===== src/rtl/tnode_pkg.sv =====
package tnode_pkg;
  localparam int MODE_W = 3;
  typedef logic [MODE_W-1:0] mode_t;

  // Mode codes; the order is part of the command format seen by every node.
  localparam mode_t OP_WRITE = 3'd0;
  localparam mode_t OP_BCAST = 3'd1;
  localparam mode_t OP_READ  = 3'd2;
  localparam mode_t OP_SUM   = 3'd3;
  localparam mode_t OP_MAX   = 3'd4;

  function automatic logic is_upward(mode_t m);
    return (m == OP_READ) || (m == OP_SUM) || (m == OP_MAX);
  endfunction
endpackage


===== src/rtl/tnode_slot.sv =====
// One registered command stage toward a child.
module tnode_slot
  import tnode_pkg::*;
#(
  parameter int DATA_W = 16,
  parameter int ADDR_W = 4
) (
  input  logic              clk,
  input  logic              rst,
  input  logic              load,
  input  mode_t             in_mode,
  input  logic [ADDR_W-1:0] in_addr,
  input  logic [DATA_W-1:0] in_data,
  output logic              can_take,
  output logic              out_vld,
  input  logic              out_rdy,
  output mode_t             out_mode,
  output logic [ADDR_W-1:0] out_addr,
  output logic [DATA_W-1:0] out_data
);
  assign can_take = !out_vld || out_rdy;

  always_ff @(posedge clk) begin
    if (rst) begin
      out_vld <= 1'b0;
    end else if (load) begin
      out_vld <= 1'b1;
    end else if (out_rdy) begin
      out_vld <= 1'b0;
    end
  end

  always_ff @(posedge clk) begin
    if (load) begin
      out_mode <= in_mode;
      out_addr <= in_addr;
      out_data <= in_data;
    end
  end
endmodule


===== src/rtl/tnode_steer.sv =====
// Decodes a parent command into child loads and a pending upward operation.
module tnode_steer
  import tnode_pkg::*;
#(
  parameter int NCH = 2
) (
  input  logic           cmd_vld,
  input  mode_t          cmd_mode,
  input  logic           route_bit,
  input  logic [NCH-1:0] can_take,
  input  logic           pend_vld,
  output logic           cmd_ready,
  output logic [NCH-1:0] load,
  output logic           set_pend
);
  logic [NCH-1:0] target;
  logic           upward;
  logic           fits;

  always_comb begin
    target = '0;
    case (cmd_mode)
      OP_WRITE, OP_READ:        target[route_bit] = 1'b1;
      OP_BCAST, OP_SUM, OP_MAX: target = '1;
      default:                  target = '0;
    endcase
  end

  assign upward    = is_upward(cmd_mode);
  assign fits      = ((target & ~can_take) == '0) && !(upward && pend_vld);
  assign cmd_ready = fits;
  assign load      = {NCH{cmd_vld && fits}} & target;
  assign set_pend  = cmd_vld && fits && upward;
endmodule


===== src/rtl/tnode_reduce.sv =====
// Holds the pending upward operation, combines child words, registers the result.
module tnode_reduce
  import tnode_pkg::*;
#(
  parameter int DATA_W = 16
) (
  input  logic                   clk,
  input  logic                   rst,
  input  logic                   set_pend,
  input  mode_t                  set_op,
  input  logic                   set_sel,
  output logic                   pend_vld,
  output mode_t                  pend_op,
  input  logic [1:0]             ch_vld,
  output logic [1:0]             ch_rdy,
  input  logic [1:0][DATA_W-1:0] ch_data,
  input  logic [1:0]             ch_ovf,
  output logic                   up_vld,
  input  logic                   up_rdy,
  output logic [DATA_W-1:0]      up_data,
  output logic                   up_ovf
);
  localparam int MSB = DATA_W - 1;

  logic              pend_sel;
  logic              have_inputs;
  logic              out_free;
  logic              fire;
  logic [DATA_W-1:0] sum_w;
  logic              sum_ovf;
  logic              right_wins;
  logic [DATA_W-1:0] res_data;
  logic              res_ovf;

  assign have_inputs = pend_vld &&
                       ((pend_op == OP_READ) ? ch_vld[pend_sel] : (ch_vld[0] && ch_vld[1]));
  assign out_free = !up_vld || up_rdy;
  assign fire     = have_inputs && out_free;

  always_comb begin
    ch_rdy = '0;
    if (fire) begin
      if (pend_op == OP_READ) ch_rdy[pend_sel] = 1'b1;
      else                    ch_rdy = 2'b11;
    end
  end

  assign sum_w      = ch_data[0] + ch_data[1];
  assign sum_ovf    = (ch_data[0][MSB] == ch_data[1][MSB]) && (sum_w[MSB] != ch_data[0][MSB]);
  assign right_wins = $signed(ch_data[1]) > $signed(ch_data[0]);

  always_comb begin
    case (pend_op)
      OP_SUM: begin
        res_data = sum_w;
        res_ovf  = sum_ovf || ch_ovf[0] || ch_ovf[1];
      end
      OP_MAX: begin
        res_data = right_wins ? ch_data[1] : ch_data[0];
        res_ovf  = right_wins ? ch_ovf[1] : ch_ovf[0];
      end
      default: begin
        res_data = ch_data[pend_sel];
        res_ovf  = ch_ovf[pend_sel];
      end
    endcase
  end

  always_ff @(posedge clk) begin
    if (rst) begin
      pend_vld <= 1'b0;
    end else if (set_pend) begin
      pend_vld <= 1'b1;
    end else if (fire) begin
      pend_vld <= 1'b0;
    end
  end

  always_ff @(posedge clk) begin
    if (set_pend) begin
      pend_op  <= set_op;
      pend_sel <= set_sel;
    end
  end

  always_ff @(posedge clk) begin
    if (rst) begin
      up_vld <= 1'b0;
    end else if (fire) begin
      up_vld <= 1'b1;
    end else if (up_rdy) begin
      up_vld <= 1'b0;
    end
  end

  always_ff @(posedge clk) begin
    if (fire) begin
      up_data <= res_data;
      up_ovf  <= res_ovf;
    end
  end
endmodule


===== src/rtl/tnode.sv =====
module tnode
  import tnode_pkg::*;
#(
  parameter int DATA_W = 16,
  parameter int ADDR_W = 4,
  parameter int LEVEL  = 0
) (
  input  logic              clk,
  input  logic              rst,
  input  logic              par_cmd_vld,
  output logic              par_cmd_ready,
  input  logic [2:0]        par_cmd_mode,
  input  logic [ADDR_W-1:0] par_cmd_addr,
  input  logic [DATA_W-1:0] par_cmd_data,
  output logic              par_rsp_vld,
  input  logic              par_rsp_ready,
  output logic [DATA_W-1:0] par_rsp_data,
  output logic              par_rsp_ovf,
  output logic              lc_cmd_vld,
  input  logic              lc_cmd_ready,
  output logic [2:0]        lc_cmd_mode,
  output logic [ADDR_W-1:0] lc_cmd_addr,
  output logic [DATA_W-1:0] lc_cmd_data,
  output logic              rc_cmd_vld,
  input  logic              rc_cmd_ready,
  output logic [2:0]        rc_cmd_mode,
  output logic [ADDR_W-1:0] rc_cmd_addr,
  output logic [DATA_W-1:0] rc_cmd_data,
  input  logic              lc_rsp_vld,
  output logic              lc_rsp_ready,
  input  logic [DATA_W-1:0] lc_rsp_data,
  input  logic              lc_rsp_ovf,
  input  logic              rc_rsp_vld,
  output logic              rc_rsp_ready,
  input  logic [DATA_W-1:0] rc_rsp_data,
  input  logic              rc_rsp_ovf
);
  localparam int NCH = 2;

  logic [NCH-1:0]             can_take;
  logic [NCH-1:0]             load;
  logic [NCH-1:0]             ch_cmd_vld;
  logic [NCH-1:0]             ch_cmd_rdy;
  logic [NCH-1:0][2:0]        ch_cmd_mode;
  logic [NCH-1:0][ADDR_W-1:0] ch_cmd_addr;
  logic [NCH-1:0][DATA_W-1:0] ch_cmd_data;
  logic                       set_pend;
  logic                       pend_vld;
  mode_t                      pend_op;
  logic                       route_bit;
  logic [1:0]                 ch_rsp_rdy;

  assign route_bit  = par_cmd_addr[LEVEL];
  assign ch_cmd_rdy = {rc_cmd_ready, lc_cmd_ready};

  for (genvar gi = 0; gi < NCH; gi++) begin : g_child
    tnode_slot #(.DATA_W(DATA_W), .ADDR_W(ADDR_W)) u_slot (
      .clk      (clk),
      .rst      (rst),
      .load     (load[gi]),
      .in_mode  (par_cmd_mode),
      .in_addr  (par_cmd_addr),
      .in_data  (par_cmd_data),
      .can_take (can_take[gi]),
      .out_vld  (ch_cmd_vld[gi]),
      .out_rdy  (ch_cmd_rdy[gi]),
      .out_mode (ch_cmd_mode[gi]),
      .out_addr (ch_cmd_addr[gi]),
      .out_data (ch_cmd_data[gi])
    );
  end

  assign lc_cmd_vld  = ch_cmd_vld[0];
  assign lc_cmd_mode = ch_cmd_mode[0];
  assign lc_cmd_addr = ch_cmd_addr[0];
  assign lc_cmd_data = ch_cmd_data[0];
  assign rc_cmd_vld  = ch_cmd_vld[1];
  assign rc_cmd_mode = ch_cmd_mode[1];
  assign rc_cmd_addr = ch_cmd_addr[1];
  assign rc_cmd_data = ch_cmd_data[1];

  tnode_steer #(.NCH(NCH)) u_steer (
    .cmd_vld   (par_cmd_vld),
    .cmd_mode  (par_cmd_mode),
    .route_bit (route_bit),
    .can_take  (can_take),
    .pend_vld  (pend_vld),
    .cmd_ready (par_cmd_ready),
    .load      (load),
    .set_pend  (set_pend)
  );

  tnode_reduce #(.DATA_W(DATA_W)) u_reduce (
    .clk      (clk),
    .rst      (rst),
    .set_pend (set_pend),
    .set_op   (par_cmd_mode),
    .set_sel  (route_bit),
    .pend_vld (pend_vld),
    .pend_op  (pend_op),
    .ch_vld   ({rc_rsp_vld, lc_rsp_vld}),
    .ch_rdy   (ch_rsp_rdy),
    .ch_data  ({rc_rsp_data, lc_rsp_data}),
    .ch_ovf   ({rc_rsp_ovf, lc_rsp_ovf}),
    .up_vld   (par_rsp_vld),
    .up_rdy   (par_rsp_ready),
    .up_data  (par_rsp_data),
    .up_ovf   (par_rsp_ovf)
  );

  assign lc_rsp_ready = ch_rsp_rdy[0];
  assign rc_rsp_ready = ch_rsp_rdy[1];
endmodule


===== config.mk =====
export PLATFORM = sky130hd
export DESIGN_NAME = tnode
export DESIGN_NICKNAME = d
export VERILOG_FILES = /design/src/rtl/tnode_pkg.sv /design/src/rtl/tnode_slot.sv /design/src/rtl/tnode_steer.sv /design/src/rtl/tnode_reduce.sv /design/src/rtl/tnode.sv
export SDC_FILE = /design/constraint.sdc
export NUM_CORES = 1
export LEC_CHECK = 0
export CAP_MARGIN = 0
export CORE_UTILIZATION = 30
export CTS_BUF_LIST = sky130_fd_sc_hd__clkbuf_8
export DETAILED_ROUTE_END_ITERATION = 8
export PLACE_DENSITY = 0.57
export SYNTH_ARGS = -nofsm -noshare
export SYNTH_HDL_FRONTEND = slang
export SYNTH_SLANG_ARGS = --single-unit

===== constraint.sdc =====
create_clock -name clk -period 4.3 [get_ports clk]
set_input_delay 0.645 -clock clk [delete_from_list [all_inputs] [get_ports clk]]
set_output_delay 0.645 -clock clk [all_outputs]
set_load 0.03 [all_outputs]

==> metrics.cfg <==
[status]
status = completed

[pwr]
total_power_mw = 1.85
ir_worst_vdd_mv = 0.196
switchingPower_mw = 0.526
power_switching_share_pct = 28.4
p_leak_nw = 2.18
power.density_mw_per_mm2 = 325
p_comb_share_pct = 23.4
p_int_mw = 1.33
clockPowerShare_pct = 32.7
p_seq_share_pct = 43.9

[placement]
dpl.hpwl_mm = 7.52
place_inst = 632
routabilityCongestion = 0.790
place_ws_ps = 480
postPlaceCellArea_mm2 = 0.00547
portBuffers = 133

[floorplanning]
io-pin-count = 134
num_rows = 41
start_util_pct = 30.9
die_w_um = 116
die_y_um = 116
core-area_mm2 = 0.0127
die_area_mm2 = 0.0136

[clock_tree]
clk_pin_slew_ps = 80
clk_latency_ps = 350
cts_setup_buffers = 0
clock_path_buffers = 2
cts_hold_buffers = 0
cts_root_buffer = clkbuf_8
cts_made_buffers = 9
cts_resized = 0
cts_tree = yes
cts_sinks = 71
cts_max_level = 3

[finish]
nets = 568
layout-drive-gt1-share_pct = 4.83
antenna_cells = 0
fin_area_mm2 = 0.00569
final-instance-count-excl-fill = 648
finish.utilization_pct = 44.7
area_growth_pct = 44.8
fillCellCount = 1260

[synth]
synth.distinct_cells = 52
synth_top_area_share_pct = 51.2
synthTopCellsByArea = edfxtp_1, ha_1, mux2i_1, xnor2_1, inv_1
synth.largest_area_cell = edfxtp_1
synth_area_mm2 = 0.00393
synth_cells = 330
syn_nets = 427
synth_edf_count = 67
postSynth.asyncResetShare_pct = 0
syn_avg_cell_area_um2 = 11.9
yosys_register_bits = 71
ys_warn_count = 0
ys.flop_type = edfxtp_1
seq_area_frac_synth_pct = 53.2

[global_routing]
grt_max_degree = 24
grt_pass1_wl_mm = 15.7
antenna_found_initial = 0
grt_pass1_vias = 3021
track_usage_pct = 15.3
grt-ovfl-total = 0

[run]
cap_violations = 0

[sta]
worst_slew_pin_slew_ps = 914
fin_crit_ps = 3450
fin_worst_skew_ps = 4.99
post-route-period-util_pct = 80.3
clock.fmax_mhz = 290
setup-violations-final = 0
rsz0062_at_grt = no
whs_ps = 494
setup_ws_ps = 846
relSlewSlack_pct = 39.0
maxSlewViolCount = 0
tns_ps = 0
hold_viol_final = 0

[critical_path]
critPathKind = in -> reg
cp.required_ps = 4380
worstPathMaxFanout = 12
crit_path_start_kind = primary input
arrival_ps = 3530
critPathCaptureType = flip-flop

[detailed_routing]
wl_per_cell_um = 15.7
drt-pass1-iter-count = 4
vias = 3067
drt-initial-drc-count = 195
routed_wl_mm = 10.2
vias_per_cell = 4.73
drtAntennaViolNets = 0
drc = 0

[min_path]
worstHoldPathType = reg -> reg

kinds of logic after synthesis:
kind of cell             after synthesis  synth area share, %
AO/OA/AOI/OAI                         86                 15.6
XOR/XNOR                              13                 2.90
adder cells (fa/ha/maj)               32                 10.4
buffers and inverters                 35                 3.53
flip-flops                            71                 53.2
multiplexers                          21                 5.41
AND/OR/NAND/NOR                       72                 8.97
Yosys cell counts (all sizes together) (7+ instances only):
cell type	count
ha	31
o21ai	14
nand2	18
nor3	8
nor2	20
nand2b	8
o221ai	7
a21oi	19
xnor2	13
inv	29
mux2i	19
edfxtp	67
layout make-up:
cell class / instances / area, um^2 / area share (%)
flip-flops and latches: 71 / 2090 / 36.7
multi-input cells: 224 / 1700 / 29.9
repair buffers: 136 / 1350 / 23.8
well taps: 172 / 215 / 3.78
clock buffers: 9 / 124 / 2.18
inverters: 29 / 109 / 1.91
clock inverters: 7 / 97.6 / 1.71
worst paths after layout:
check	from	end	slack [ps]	cells past startpoint
max	lc_rsp_data[5]	u_reduce.up_data[7]$_DFFE_PP_	850	11
max reg2reg	u_reduce.pend_sel$_DFFE_PP_	u_reduce.up_data[15]$_DFFE_PP_	1800	4
min	u_reduce.pend_vld$_SDFFE_PP0P_	u_reduce.up_vld$_SDFFE_PP0P_	490	2
min reg2reg	u_reduce.pend_vld$_SDFFE_PP0P_	u_reduce.up_vld$_SDFFE_PP0P_	490	2
cell usage in the layout (no fill, tap or decap), drive strengths merged, types with 3 or more instances in the layout:
master	n
a21o	5
a21oi	19
a22oi	5
a31oi	4
a32oi	3
buf	3
clkbuf	9
clkdlybuf4s50	133
dfxtp	4
edfxtp	67
ha	31
inv	31
mux2i	19
nand2	18
nand2b	8
nand3	4
nor2	20
nor2b	4
nor3	8
o21a	3
o21ai	14
o21bai	4
o221ai	7
xnor2	13
routing by layer:
| metal | vias to the layer above | share of wire, % | GRT usage (%) |
|---|---|---|---|
| met5 | - | 0 | 0 |
| met4 | 0 | 0.95 | 5.56 |
| met3 | 6 | 5.0 | 2.96 |
| met2 | 94 | 47 | 24.3 |
| met1 | 1441 | 47 | 20.8 |
| li1 | 1526 | - | - |
registers in the layout, indices dropped and copies added (netlist names), 2 cells and up:
name,count
u_reduce.up_data,16
u_reduce.pend_op,3
g_child.u_slot.out_data,32
g_child.u_slot.out_vld,2
g_child.u_slot.out_addr,8
g_child.u_slot.out_mode,6
worst max-delay path, cell delays in order:
cell and delay (ps):
clkdlybuf4s50_1 520, inv_1 60, ha_1 390, a211oi_2 220
o21bai_1 100, a21o_1 170, a221o_1 370, a32oi_4 440
buf_4 270, mux2i_1 210, o221ai_1 130
power groups by stage:
stage | combinational, mW | clock [mW] | sequential, mW
after CTS | 0.436 | 0.626 | 0.813
after global placement | 0.429 | 0 | 0.828
final | 0.434 | 0.606 | 0.813
after detailed placement | 0.434 | 0 | 0.829
after global routing | 0.470 | 0.652 | 0.817
after floorplan | 0.193 | 0 | 0.886
Power figures use the tool's default switching activity.
